### config.mk
export PLATFORM = sky130hd
export DESIGN_NAME = phase_current_scaler
export DESIGN_NICKNAME = d
export VERILOG_FILES = /design/src/rtl/pcs_pkg.sv /design/src/rtl/pcs_ctrl.sv /design/src/rtl/pcs_datapath.sv /design/src/rtl/phase_current_scaler.sv
export SDC_FILE = /design/constraint.sdc
export NUM_CORES = 1
export LEC_CHECK = 0
export ABC_AREA = 0
export ABC_CLOCK_PERIOD_IN_PS = 7400
export BUFFER_PORTS_ARGS = -buffer_cell sky130_fd_sc_hd__buf_2
export CAP_MARGIN = 40
export CORE_MARGIN = 3
export CORE_UTILIZATION = 35
export CTS_BUF_LIST = sky130_fd_sc_hd__clkbuf_4 sky130_fd_sc_hd__clkbuf_8 sky130_fd_sc_hd__clkbuf_16
export CTS_CLUSTER_SIZE = 28
export DETAILED_ROUTE_END_ITERATION = 7
export PLACE_DENSITY_LB_ADDON = 0.2
export SETUP_SLACK_MARGIN = 0.3
export SYNTH_ARGS = -nofsm -noshare
export SYNTH_HDL_FRONTEND = slang
export SYNTH_SLANG_ARGS = --single-unit
### constraint.sdc
create_clock -name clk -period 7.4 [get_ports clk]
set_input_delay 0.74 -clock clk [delete_from_list [all_inputs] [get_ports clk]]
set_output_delay 0.74 -clock clk [all_outputs]
set_load 0.05 [all_outputs]
### src/rtl/pcs_pkg.sv
package pcs_pkg;

  localparam int NUM_CH = 2;

  typedef enum logic [2:0] {
    ST_IDLE,
    ST_WAIT,
    ST_CHA,
    ST_CHB,
    ST_FIN
  } pcs_state_t;

  // control-to-datapath strobes; at most one is high per cycle
  typedef struct packed {
    logic capture;  // freeze calibration words
    logic loadA;    // take channel A code into the operand register
    logic stepA;    // finish channel A, take channel B code
    logic stepB;    // finish channel B
    logic finish;   // publish both results
  } pcs_strobe_t;

endpackage

### src/rtl/pcs_ctrl.sv
module pcs_ctrl
  import pcs_pkg::*;
(
  input  logic        clk,
  input  logic        rstN,
  input  logic        start,
  input  logic        adcBusy,
  output pcs_strobe_t strb,
  output logic        resultValid
);

  pcs_state_t state, stateNext;

  always_comb begin
    stateNext = state;
    unique case (state)
      ST_IDLE: if (start)    stateNext = ST_WAIT;
      ST_WAIT: if (!adcBusy) stateNext = ST_CHA;
      ST_CHA:                stateNext = ST_CHB;
      ST_CHB:                stateNext = ST_FIN;
      ST_FIN:                stateNext = ST_IDLE;
      default:               stateNext = ST_IDLE;
    endcase
  end

  always_comb begin
    strb         = '0;
    strb.capture = (state == ST_IDLE) && start;
    strb.loadA   = (state == ST_WAIT) && !adcBusy;
    strb.stepA   = (state == ST_CHA);
    strb.stepB   = (state == ST_CHB);
    strb.finish  = (state == ST_FIN);
  end

  always_ff @(posedge clk or negedge rstN) begin
    if (!rstN) begin
      state       <= ST_IDLE;
      resultValid <= 1'b0;
    end else begin
      state       <= stateNext;
      resultValid <= strb.finish;
    end
  end

  // a busy converter keeps the block waiting and silent
  assert_busy_wait_R3: assert property (@(posedge clk) disable iff (!rstN)
    (state == ST_WAIT && adcBusy) |=> (state == ST_WAIT && !resultValid));

  // the valid strobe never lasts two cycles
  assert_valid_pulse_R11: assert property (@(posedge clk) disable iff (!rstN)
    resultValid |=> !resultValid);

  // strobes are mutually exclusive
  assert_strobe_onehot_R2: assert property (@(posedge clk) disable iff (!rstN)
    $onehot0(strb));

  // a start during a measurement cannot re-arm the capture
  assert_start_ignored_R2: assert property (@(posedge clk) disable iff (!rstN)
    (state != ST_IDLE && start) |-> !strb.capture);

endmodule

### src/rtl/pcs_datapath.sv
module pcs_datapath
  import pcs_pkg::*;
#(
  parameter int DATA_W     = 16,
  parameter int FRAC_SHIFT = 13
) (
  input  logic              clk,
  input  logic              rstN,
  input  pcs_strobe_t       strb,
  input  logic [DATA_W-1:0] sampleA,
  input  logic [DATA_W-1:0] sampleB,
  input  logic [DATA_W-1:0] gainA,
  input  logic [DATA_W-1:0] offsetA,
  input  logic [DATA_W-1:0] gainB,
  input  logic [DATA_W-1:0] offsetB,
  output logic [DATA_W-1:0] currA,
  output logic [DATA_W-1:0] currB
);

  localparam int ACC_W = 2 * DATA_W;
  localparam int TOP_B = DATA_W + FRAC_SHIFT - 1;
  localparam logic [DATA_W-1:0] SIGN_FLIP = {1'b1, {(DATA_W-1){1'b0}}};

  logic [NUM_CH-1:0][DATA_W-1:0] gainIn, offIn, gainR, offR;
  assign gainIn = {gainB, gainA};
  assign offIn  = {offsetB, offsetA};

  for (genvar ch = 0; ch < NUM_CH; ch++) begin : g_cal
    always_ff @(posedge clk or negedge rstN) begin
      if (!rstN) begin
        gainR[ch] <= '0;
        offR[ch]  <= '0;
      end else if (strb.capture) begin
        gainR[ch] <= gainIn[ch];
        offR[ch]  <= offIn[ch];
      end
    end
  end

  // shared arithmetic: channel B selected only while finishing B
  logic [DATA_W-1:0] opnd, gainSel, offSel, scaled;
  logic signed [ACC_W-1:0] opndX, gainX, offX, prod, sum, negd;
  logic unusedBits;

  assign gainSel = strb.stepB ? gainR[1] : gainR[0];
  assign offSel  = strb.stepB ? offR[1]  : offR[0];

  assign opndX = {{(ACC_W-DATA_W){opnd[DATA_W-1]}}, opnd};
  assign gainX = {{(ACC_W-DATA_W){gainSel[DATA_W-1]}}, gainSel};
  assign offX  = {{(ACC_W-DATA_W){offSel[DATA_W-1]}}, offSel};
  assign prod  = opndX * gainX;
  assign sum   = prod + (offX <<< FRAC_SHIFT);
  assign negd  = -sum;
  assign scaled = negd[TOP_B:FRAC_SHIFT];
  assign unusedBits = ^{negd[ACC_W-1:TOP_B+1], negd[FRAC_SHIFT-1:0]};

  logic [DATA_W-1:0] resA, resB;

  always_ff @(posedge clk or negedge rstN) begin
    if (!rstN) begin
      opnd  <= '0;
      resA  <= '0;
      resB  <= '0;
      currA <= '0;
      currB <= '0;
    end else begin
      if (strb.loadA) opnd <= sampleA ^ SIGN_FLIP;
      if (strb.stepA) begin
        resA <= scaled;
        opnd <= sampleB ^ SIGN_FLIP;
      end
      if (strb.stepB) resB <= scaled;
      if (strb.finish) begin
        currA <= resA;
        currB <= resB;
      end
    end
  end

  // calibration only changes at a capture strobe
  assert_cal_frozen_R10: assert property (@(posedge clk) disable iff (!rstN)
    !strb.capture |=> ($stable(gainR) && $stable(offR)));

  // outputs move only on publication
  assert_out_hold_R11: assert property (@(posedge clk) disable iff (!rstN)
    !strb.finish |=> ($stable(currA) && $stable(currB)));

  // channel B always follows channel A directly
  assert_order_R4: assert property (@(posedge clk) disable iff (!rstN)
    strb.stepB |-> $past(strb.stepA));

  // channel A completes right after its code is loaded
  assert_load_then_a_R4: assert property (@(posedge clk) disable iff (!rstN)
    strb.loadA |=> strb.stepA);

endmodule

### src/rtl/phase_current_scaler.sv
module phase_current_scaler
  import pcs_pkg::*;
#(
  parameter int DATA_W     = 16,
  parameter int FRAC_SHIFT = 13
) (
  input  logic              clk,
  input  logic              rstN,
  input  logic              start,
  input  logic              adcBusy,
  input  logic [DATA_W-1:0] sampleA,
  input  logic [DATA_W-1:0] sampleB,
  input  logic [DATA_W-1:0] gainA,
  input  logic [DATA_W-1:0] offsetA,
  input  logic [DATA_W-1:0] gainB,
  input  logic [DATA_W-1:0] offsetB,
  output logic [DATA_W-1:0] currA,
  output logic [DATA_W-1:0] currB,
  output logic              resultValid
);

  pcs_strobe_t strb;

  pcs_ctrl u_ctrl (
    .clk         (clk),
    .rstN        (rstN),
    .start       (start),
    .adcBusy     (adcBusy),
    .strb        (strb),
    .resultValid (resultValid)
  );

  pcs_datapath #(
    .DATA_W     (DATA_W),
    .FRAC_SHIFT (FRAC_SHIFT)
  ) u_datapath (
    .clk     (clk),
    .rstN    (rstN),
    .strb    (strb),
    .sampleA (sampleA),
    .sampleB (sampleB),
    .gainA   (gainA),
    .offsetA (offsetA),
    .gainB   (gainB),
    .offsetB (offsetB),
    .currA   (currA),
    .currB   (currB)
  );

  // nothing is valid before the first measurement's publication
  assert_no_early_valid_R1: assert property (@(posedge clk) disable iff (!rstN)
    resultValid |-> $past(strb.finish));

endmodule

==> flow_metrics.tcl, run 1 <==
set metrics [dict create \
    cp-start-kind "register" \
    clk_path_buf_depth 2 \
    cp-end-kind "register" \
    synth.cell_area_sq_um 15500 \
    required_ns 7.78 \
    postCtsHoldBufs 0 \
    hpwl_um 33300 \
    layout.nets 2137 \
    min_period_ns 6.82 \
    grt_pass1_vias 12100 \
    num_vias 10900 \
    cp_max_fo 8 \
    worst_pin_slew_ns 0.863 \
    r2r_cells 24 \
    start_util_pct 35.7 \
    layout_common_cells "inv_1 (299), nand2_1 (267), fa_1 (246), dfrtp_1 (146), buf_2 (131)" \
    final_max_slew_viol_count 0 \
    drt_iter0_drc 495 \
    rsz0062_at_grt "yes" \
    fin_cells 2294 \
    synth_edf_count 0 \
    cts_htree_levels 4 \
    die_h_um 217 \
    ys_async_sr_fraction_pct 100 \
    cts_tree "yes" \
    antenna_found_initial 1 \
    wire_per_inst_um 18.2 \
    syn_nets 2010 \
    postSynthAreaPerCell_sq_um 9.91 \
    cts_root_buf "clkbuf_16" \
    finalCritPeriodShare_pct 92.2 \
    final_common_cell "inv_1" \
    ant_nets 0 \
    drive_gt1_share_pct 19.0 \
    io_pins 133 \
    area_delta_synth_final_pct 14.4 \
    grt_first_pass_wirelength_um 67000 \
    synth_cell_types 51 \
    skew_ns 0.0163 \
    critPathMaxStageDelay_ns 0.55 \
    die_w_um 217 \
    cts_sinks 148 \
    insertion_delay_ns 0.46 \
    cts.clk_slew.worst_paths_ns 0.07 \
    yosys_warnings 0 \
    die-area_sq_um 46900 \
    wl_um 41700 \
    synth_seq_cells 148 \
    grt_util_all_layers_pct 18.9 \
    dpl.cell_count 2255 \
    max_cap_viol_count 0 \
    arrival_ns 7.21 \
    numCtsBuffers 17 \
    outcome "completed" \
    core_sq_um 43500 \
    relSlewSlack_pct 42.5 \
    vias_per_cell 4.77 \
    cp_slowest_cell "fa_1" \
    crit_chain "nand3b_4 -> inv_4 -> buf_4 -> nand2_1 -> nand2_1 -> buf_8 -> buf_4 -> and2_1 -> fa_1 -> fa_1 -> fa_1 -> inv_1 -> fa_1 -> fa_1 -> inv_1 -> fa_1 -> inv_1 -> ha_1 -> a21oi_1 -> o21ai_0 -> a221oi_1 -> a21boi_1 -> or4_1 -> nand3_1" \
    fp-row-count 76 \
    gp_congestion 0.849 \
    cpMostUsedCell "fa_1" \
    min_path_type "in -> async" \
    path_class "reg -> reg" \
    overflow 0 \
    hold_viol_final 0 \
    ys.flop_type "dfrtp_1" \
    drt_pass1_iterations 5 \
    portBuffers 132 \
    netlist_instances 1568 \
    max_freq_mhz 147 \
    ys_seq_area_share_pct 23.8 \
    grt_start_max_net_pins 94 \
    setup_viol 0 \
    post-route-drc-count 0 \
    final.setup.tns_ns 0 \
]
==> cell type report <==
type,count,area [sq um]
Tap cell,585,732
Inverter,301,1130
Antenna cell,1,2.50
Multi-Input combinational cell,1056,10500
Clock buffer,18,439
Clock inverter,14,189
Fill cell,4343,25700
Sequential cell,148,3710
Timing Repair Buffer,171,1030
==> layer usage <==
layer	track usage [%]	routed length, um
met4	5.60	942
met1	22.7	17000
met3	3.66	1880
met5	0	0
met2	34.2	21800
==> cell usage after synthesis (4+ instances only) <==
cell	count	share of area [%]
a211oi_1	5	0.24
a21o_1	8	0.39
a21oi_1	14	0.45
a31oi_1	16	0.64
and2_1	76	3.1
clkbuf_1	58	1.4
dfrtp_1	148	24
fa_1	247	32
ha_1	95	7.7
inv_1	300	7.2
mux2_2	99	7.2
mux2i_1	4	0.26
nand2_1	269	6.5
nand2b_1	11	0.44
nand3_1	9	0.29
nor2_1	43	1.0
nor2b_1	43	1.7
nor3_1	5	0.16
o21a_1	5	0.24
o21ai_0	24	0.77
o21ai_1	10	0.32
o31ai_1	6	0.29
xnor2_1	24	1.4
xor2_1	7	0.39
==> what timing repair did <==
item	4_1_cts	5_1_grt
gates resized for setup	0	31
buffers inserted	0	6
setup endpoints to repair	0	16
==> critical path: cells and delay by family, from the launching register on <==
kind            cells  cell delay [ns]
compound gates      4             1.07
fa+ha+maj           7             3.36
buf+inv             7             0.74
flops               1             0.46
simple gates        6             1.09
==> worst paths after layout <==
path                                            startpoint                         endpoint  slack (ns)
setup / recovery               u_ctrl.state[0]$_DFFE_PN0P_   u_datapath.resB[9]$_DFFE_PN0P_        0.58
hold / removal                                        rstN  u_datapath.offR[25]$_DFFE_PN0P_        0.35
setup reg to reg               u_ctrl.state[0]$_DFFE_PN0P_   u_datapath.resB[9]$_DFFE_PN0P_        0.58
hold reg to reg            u_datapath.resA[10]$_DFFE_PN0P_  u_datapath.resA[10]$_DFFE_PN0P_        0.48
max in group asynchronous                             rstN  u_datapath.opnd[13]$_DFFE_PN0P_        5.80
min in group clk           u_datapath.resA[10]$_DFFE_PN0P_  u_datapath.resA[10]$_DFFE_PN0P_        0.48
==> cells by family (layout without fill, tap and decap cells) <==
logic type,Yosys count,after routing,share of synthesized area [%]
mux,103,103,7.43
fa+ha+maj,342,342,39.5
xor+xnor,31,31,1.75
other cells,0,1,0
buf+inv,364,504,8.83
simple gates,470,470,14.0
flops,148,148,23.8
compound gates,110,110,4.67
==> state kept, by name (all words and copies together), names as in the netlist <==
name,count
u_datapath.gainR,32
u_datapath.offR,32
u_datapath.currA,16
u_datapath.currB,16
u_datapath.opnd,16
u_datapath.resA,16
u_datapath.resB,16
u_ctrl.state,3
u_ctrl.resultValid,1
==> metrics by stage <==
stage                     hold WS, ns  util (%)  cell area (sq um)  setup WS (ns)
after floorplan                 0.443         -              15500          0.571
after global placement          0.463      39.0              17000          0.407
after detailed placement        0.470      39.1              17000          0.349
after CTS                       0.360      40.5              17600          0.320
after global routing            0.384      40.9              17800          0.269
final                           0.347      40.9              17800          0.578
Power of run 1 is not shown: default switching activity piles up to over one toggle a cycle in this logic, so the estimate is an artifact.
==> run 2, diff against run 1 <==
--- a/config.mk
+++ b/config.mk
@@ -10,7 +10,7 @@
 export BUFFER_PORTS_ARGS = -buffer_cell sky130_fd_sc_hd__buf_2
 export CAP_MARGIN = 40
 export CORE_MARGIN = 3
-export CORE_UTILIZATION = 35
+export CORE_UTILIZATION = 62
 export CTS_BUF_LIST = sky130_fd_sc_hd__clkbuf_4 sky130_fd_sc_hd__clkbuf_8 sky130_fd_sc_hd__clkbuf_16
 export CTS_CLUSTER_SIZE = 28
 export DETAILED_ROUTE_END_ITERATION = 7
==> run 2 against run 1 <==
  * Die area shrank 43%
  * Cell area shrank 1.6%
  * Non-clock buffer count unchanged
  * Global-route usage grew 12 points
  * First-iteration DRC count increased by 30%
  * Hold slack got worse by 0.050 ns
==> flow_metrics.tcl, run 2 (same netlist as run 1, synthesis figures left out) <==
set metrics [dict create \
    outcome "completed" \
    final_max_slew_viol_count 0 \
    final.setup.tns_ns 0 \
    cts_root_buf "clkbuf_16" \
    critPathMaxStageDelay_ns 0.64 \
    skew_ns 0.0238 \
    io_pins 133 \
    finalCritPeriodShare_pct 92.3 \
    hold_viol_final 0 \
    clk_path_buf_depth 2 \
    vias_per_cell 5.57 \
    layout.nets 2137 \
    cpMostUsedCell "fa_1" \
    postCtsHoldBufs 0 \
    postLayoutCoreUtil_pct 71.4 \
    start_util_pct 63.5 \
    fp-row-count 57 \
    cts_tree "yes" \
    core_sq_um 24500 \
    gp_congestion 0.959 \
    worst_pin_slew_ns 0.853 \
    fin_ws_ns 0.572 \
    antenna_cells 0 \
    area_delta_synth_final_pct 12.5 \
    max_freq_mhz 146 \
    portBuffers 132 \
    ant_nets 0 \
    reg.largest.list "u_datapath.gainR (32), u_datapath.offR (32)" \
    post-route-drc-count 0 \
    drive_gt1_share_pct 19.1 \
    cp-start-kind "register" \
    dp_slack_ns 0.347 \
    setup_viol 0 \
    max_cap_viol_count 0 \
    reg2reg_slack_ns 0.57 \
    arrival_ns 7.13 \
    required_ns 7.70 \
    overflow 0 \
    cts.clk_slew.worst_paths_ns 0.08 \
    antenna_found_initial 0 \
    grt_start_max_net_pins 72 \
    min_path_type "in -> async" \
    die_w_um 164 \
    drt_iter0_drc 645 \
    die_h_um 164 \
    grt_util_all_layers_pct 31.3 \
    drt_pass1_iterations 5 \
    relSlewSlack_pct 43.1 \
    insertion_delay_ns 0.44 \
    cp-end-kind "register" \
    cp_max_fo 17 \
    die-area_sq_um 27000 \
    cts_htree_levels 4 \
    cts_sinks 148 \
    cp_slowest_cell "fa_1" \
    grt_first_pass_wirelength_um 64200 \
    num_vias 11300 \
    numCtsBuffers 17 \
    min_period_ns 6.83 \
    final_common_cell "inv_1" \
    grt_pass1_vias 12400 \
    rsz0062_at_grt "no" \
    wire_per_inst_um 19.7 \
    hpwl_um 30000 \
    wl_um 40000 \
    layout_common_cells "inv_1 (299), nand2_1 (267), fa_1 (246), dfrtp_1 (145), buf_2 (131)" \
    path_class "reg -> reg" \
]
-- run 2: changes by cell type in the layout (fill, tap and decap cells not counted), moves of 2 or more --
cell | before | now
bufinv_16 | 3 | 0
buf_16 | 1 | 5
clkbuf_16 | 17 | 19
buf_6 | 5 | 7
buf_8 | 5 | 0
clkinv_2 | 2 | 0
clkinv_4 | 1 | 5
buf_4 | 29 | 25
clkinv_8 | 0 | 2
a21oi_2 | 1 | 3
a21oi_4 | 2 | 0
-- run 2: worst paths after layout --
| check | startpoint | endpoint | cells after the start |
|---|---|---|---|
| worst max register to register | u_ctrl.state[2]$_DFFE_PN0P_ | u_datapath.resB[12]$_DFFE_PN0P_ | 26 |
| max in group asynchronous | rstN | u_datapath.opnd[11]$_DFFE_PN0P_ | 3 |
| worst max-delay path | u_ctrl.state[2]$_DFFE_PN0P_ | u_datapath.resB[12]$_DFFE_PN0P_ | 26 |
| min in group clk | u_datapath.resA[2]$_DFFE_PN0P_ | u_datapath.resA[2]$_DFFE_PN0P_ | 2 |
| worst min register to register | u_datapath.resA[2]$_DFFE_PN0P_ | u_datapath.resA[2]$_DFFE_PN0P_ | 2 |
| worst min-delay path | rstN | u_datapath.currB[3]$_DFFE_PN0P_ | 1 |
-- run 2: critical path: cells and delay by family (launching register included) --
kind	cells	cell delay, ns
adders and majority gates	7	3.44
AOI/OAI and AO/OA	6	1.29
buffers and inverters	7	0.60
DFF	1	0.44
xor gates and xnor gates	1	0.29
and+or+nand+nor	5	0.61
-- run 2: per-stage QoR --
step	hold slack (ns)	instance area (sq um)	std cells
global route	0.338	17500	2032
floorplan	0.443	15500	1568
detailed placement	0.466	16700	1990
global placement	0.462	16600	1986
CTS	0.328	17300	2022
finish	0.297	17500	2032
-- run 2: area by class of cell --
cell class	instances	area, sq um
multi-input cells	1056	10500
fillers	1808	6990
flip-flops and latches	148	3710
inverters	301	1140
repair buffers	171	1130
clock buffers	18	433
well taps	324	405
clock inverters	14	144
-- run 2: timing repair --
action,in CTS,in global routing
resized for setup,0,31
setup buffers,0,8
setup endpoints to repair,0,16
-- run 2: metal layers --
| layer | wire length (um) | global-route usage, % | vias up |
|---|---|---|---|
| li1 | - | - | 5041 |
| met1 | 15400 | 39.3 | 5673 |
| met2 | 20000 | 53.5 | 472 |
| met3 | 2590 | 5.20 | 130 |
| met4 | 2000 | 14.1 | 0 |
| met5 | 0 | 0 | - |
Power of run 2 is left out for the same reason.
==> run 3, diff against run 2 <==
--- a/config.mk
+++ b/config.mk
@@ -6,11 +6,11 @@
 export NUM_CORES = 1
 export LEC_CHECK = 0
 export ABC_AREA = 0
-export ABC_CLOCK_PERIOD_IN_PS = 7400
+export ABC_CLOCK_PERIOD_IN_PS = 8200
 export BUFFER_PORTS_ARGS = -buffer_cell sky130_fd_sc_hd__buf_2
 export CAP_MARGIN = 40
 export CORE_MARGIN = 3
-export CORE_UTILIZATION = 62
+export CORE_UTILIZATION = 66
 export CTS_BUF_LIST = sky130_fd_sc_hd__clkbuf_4 sky130_fd_sc_hd__clkbuf_8 sky130_fd_sc_hd__clkbuf_16
 export CTS_CLUSTER_SIZE = 28
 export DETAILED_ROUTE_END_ITERATION = 7
==> constraint.sdc (replaced) <==
create_clock -name clk -period 8.2 [get_ports clk]
set_input_delay 0.82 -clock clk [delete_from_list [all_inputs] [get_ports clk]]
set_output_delay 0.82 -clock clk [all_outputs]
set_load 0.05 [all_outputs]
==> run 3 against run 2 <==
  * First-iteration DRC count up 42%
  * Count of clock-buffer cells in the layout unchanged
  * Sequential share of layout area up 0.38 points
  * Flip-flop and latch count unchanged
  * Via count up 0.65%
  * Utilization up 3.4 points
  * Largest cell class unchanged
==> flow_metrics.tcl, run 3 (same netlist as run 1, synthesis figures left out) <==
set metrics [dict create \
    outcome "completed" \
    gp_congestion 0.969 \
    max_cap_viol_count 0 \
    worst_pin_slew_ns 0.866 \
    die-area_sq_um 25400 \
    clk_path_buf_depth 2 \
    rsz0062_at_grt "no" \
    multi_input_area_sq_um 10500 \
    hpwl_um 30700 \
    postLayoutCoreUtil_pct 74.9 \
    r2r-end "u_datapath.resA[13]$_DFFE_PN0P_" \
    critPathMaxStageDelay_ns 0.55 \
    grt_busiest_layer "met2" \
    required_ns 8.50 \
    ant_nets 0 \
    reg2reg_slack_ns 0.72 \
    skew_ns 0.0201 \
    overflow 0 \
    cts_root_buf "clkbuf_16" \
    worst-path-buf-inv 7 \
    place_area_sq_um 16500 \
    portBuffers 132 \
    rr_startpoint "u_ctrl.state[2]$_DFFE_PN0P_" \
    drt_pass1_iterations 5 \
    cp_max_fo 30 \
    layout.nets 2115 \
    numCtsBuffers 17 \
    finalCritPeriodShare_pct 91.2 \
    grt_pass1_vias 12600 \
    reg.largest.list "u_datapath.gainR (32), u_datapath.offR (32)" \
    layout_common_cells "inv_1 (300), nand2_1 (267), fa_1 (247), dfrtp_1 (148), buf_2 (131)" \
    cts_tree "yes" \
    wire_per_inst_um 20.1 \
    io_pins 133 \
    path_delay_family "adder cells" \
    r2r_cells 25 \
    core_sq_um 22900 \
    cts_htree_levels 4 \
    grt_start_max_net_pins 82 \
    arrival_ns 7.78 \
    wl_um 40300 \
    insertion_delay_ns 0.43 \
    n_fill_cell 1600 \
    max_freq_mhz 134 \
    cpMostUsedCell "inv_1" \
    cts_sinks 148 \
    antenna_cells 0 \
    setup_viol 0 \
    hold_viol_final 0 \
    start_util_pct 67.8 \
    die_w_um 159 \
    relSlewSlack_pct 42.2 \
    antenna_found_initial 0 \
    area_delta_synth_final_pct 10.4 \
    min_period_ns 7.48 \
    path_class "reg -> reg" \
    cp-end-kind "register" \
    cp-start-kind "register" \
    drt_iter0_drc 917 \
    final_max_slew_viol_count 0 \
    drive_gt1_share_pct 17.4 \
    gr-usage-met1_pct 42.8 \
    final.setup.tns_ns 0 \
    final_area_sq_um 17200 \
    cts.clk_slew.worst_paths_ns 0.07 \
    use_met3_pct 4.73 \
    min_path_type "in -> async" \
    final_common_cell "inv_1" \
    post-route-drc-count 0 \
    grt_first_pass_wirelength_um 66200 \
    num_vias 11400 \
    gr-usage-met2_pct 56.4 \
    area.sequential_sq_um 3700 \
    vias_per_cell 5.70 \
    die_h_um 159 \
    fp-row-count 55 \
    cp_slowest_cell "fa_1" \
    grt_util_all_layers_pct 33.5 \
]
==> run 3: cell types whose count changed in the layout (fill, tap and decap cells not counted), moves of 3 or more <==
| cell | before | now |
|---|---|---|
| inv_6 | 3 | 7 |
| ha_2 | 3 | 0 |
| buf_6 | 7 | 1 |
| dfrtp_2 | 3 | 0 |
| clkinv_4 | 5 | 1 |
| ha_1 | 92 | 95 |
| dfrtp_1 | 145 | 148 |
| buf_16 | 5 | 1 |
| buf_4 | 25 | 15 |
==> run 3: area by class of cell <==
| type | count | area share (%) |
|---|---|---|
| tap | 313 | 2.28 |
| timing repair buffer | 149 | 4.82 |
| inverter | 301 | 6.62 |
| multi-input combinational | 1056 | 61.1 |
| clock inverter | 14 | 1.04 |
| clock buffer | 18 | 2.56 |
| sequential | 148 | 21.6 |
==> run 3: per-layer routing <==
layer / vias up / routed length [um] / part of all wire, %
met5: - / 0 / 0
met4: 0 / 2490 / 6.2
met3: 146 / 2750 / 6.8
met2: 509 / 19600 / 49
met1: 5736 / 15400 / 38
li1: 4999 / - / -
==> run 3: per-stage QoR <==
stage	hold WS [ns]	worst slack, ns	cells
floorplan	0.443	1.37	1568
global placement	0.456	0.724	1965
detailed placement	0.471	0.441	1967
CTS	0.457	0.404	1999
global route	0.466	0.299	1999
finish	0.423	0.718	1999
==> run 3: worst max-delay path by stage <==
stage,from,end,slack [ns],cells past startpoint
floorplan,u_ctrl.state[2]$_DFFE_PN0P_,u_datapath.resA[13]$_DFFE_PN0P_,1.37,24
global placement,u_ctrl.state[2]$_DFFE_PN0P_,u_datapath.resA[13]$_DFFE_PN0P_,0.72,25
detailed placement,u_ctrl.state[1]$_DFFE_PN0P_,u_datapath.resB[13]$_DFFE_PN0P_,0.44,25
CTS,u_ctrl.state[2]$_DFFE_PN0P_,u_datapath.resA[13]$_DFFE_PN0P_,0.40,25
global route,u_ctrl.state[2]$_DFFE_PN0P_,u_datapath.resA[13]$_DFFE_PN0P_,0.30,25
finish,u_ctrl.state[2]$_DFFE_PN0P_,u_datapath.resA[13]$_DFFE_PN0P_,0.72,25
==> run 3: timing repair <==
item / 4_1_cts / 5_1_grt
hold buffers: 0 / 0
resized for setup: 0 / 5
buffers inserted: 0 / 0
setup endpoints to repair: 0 / 12
Power of run 3 is left out for the same reason.
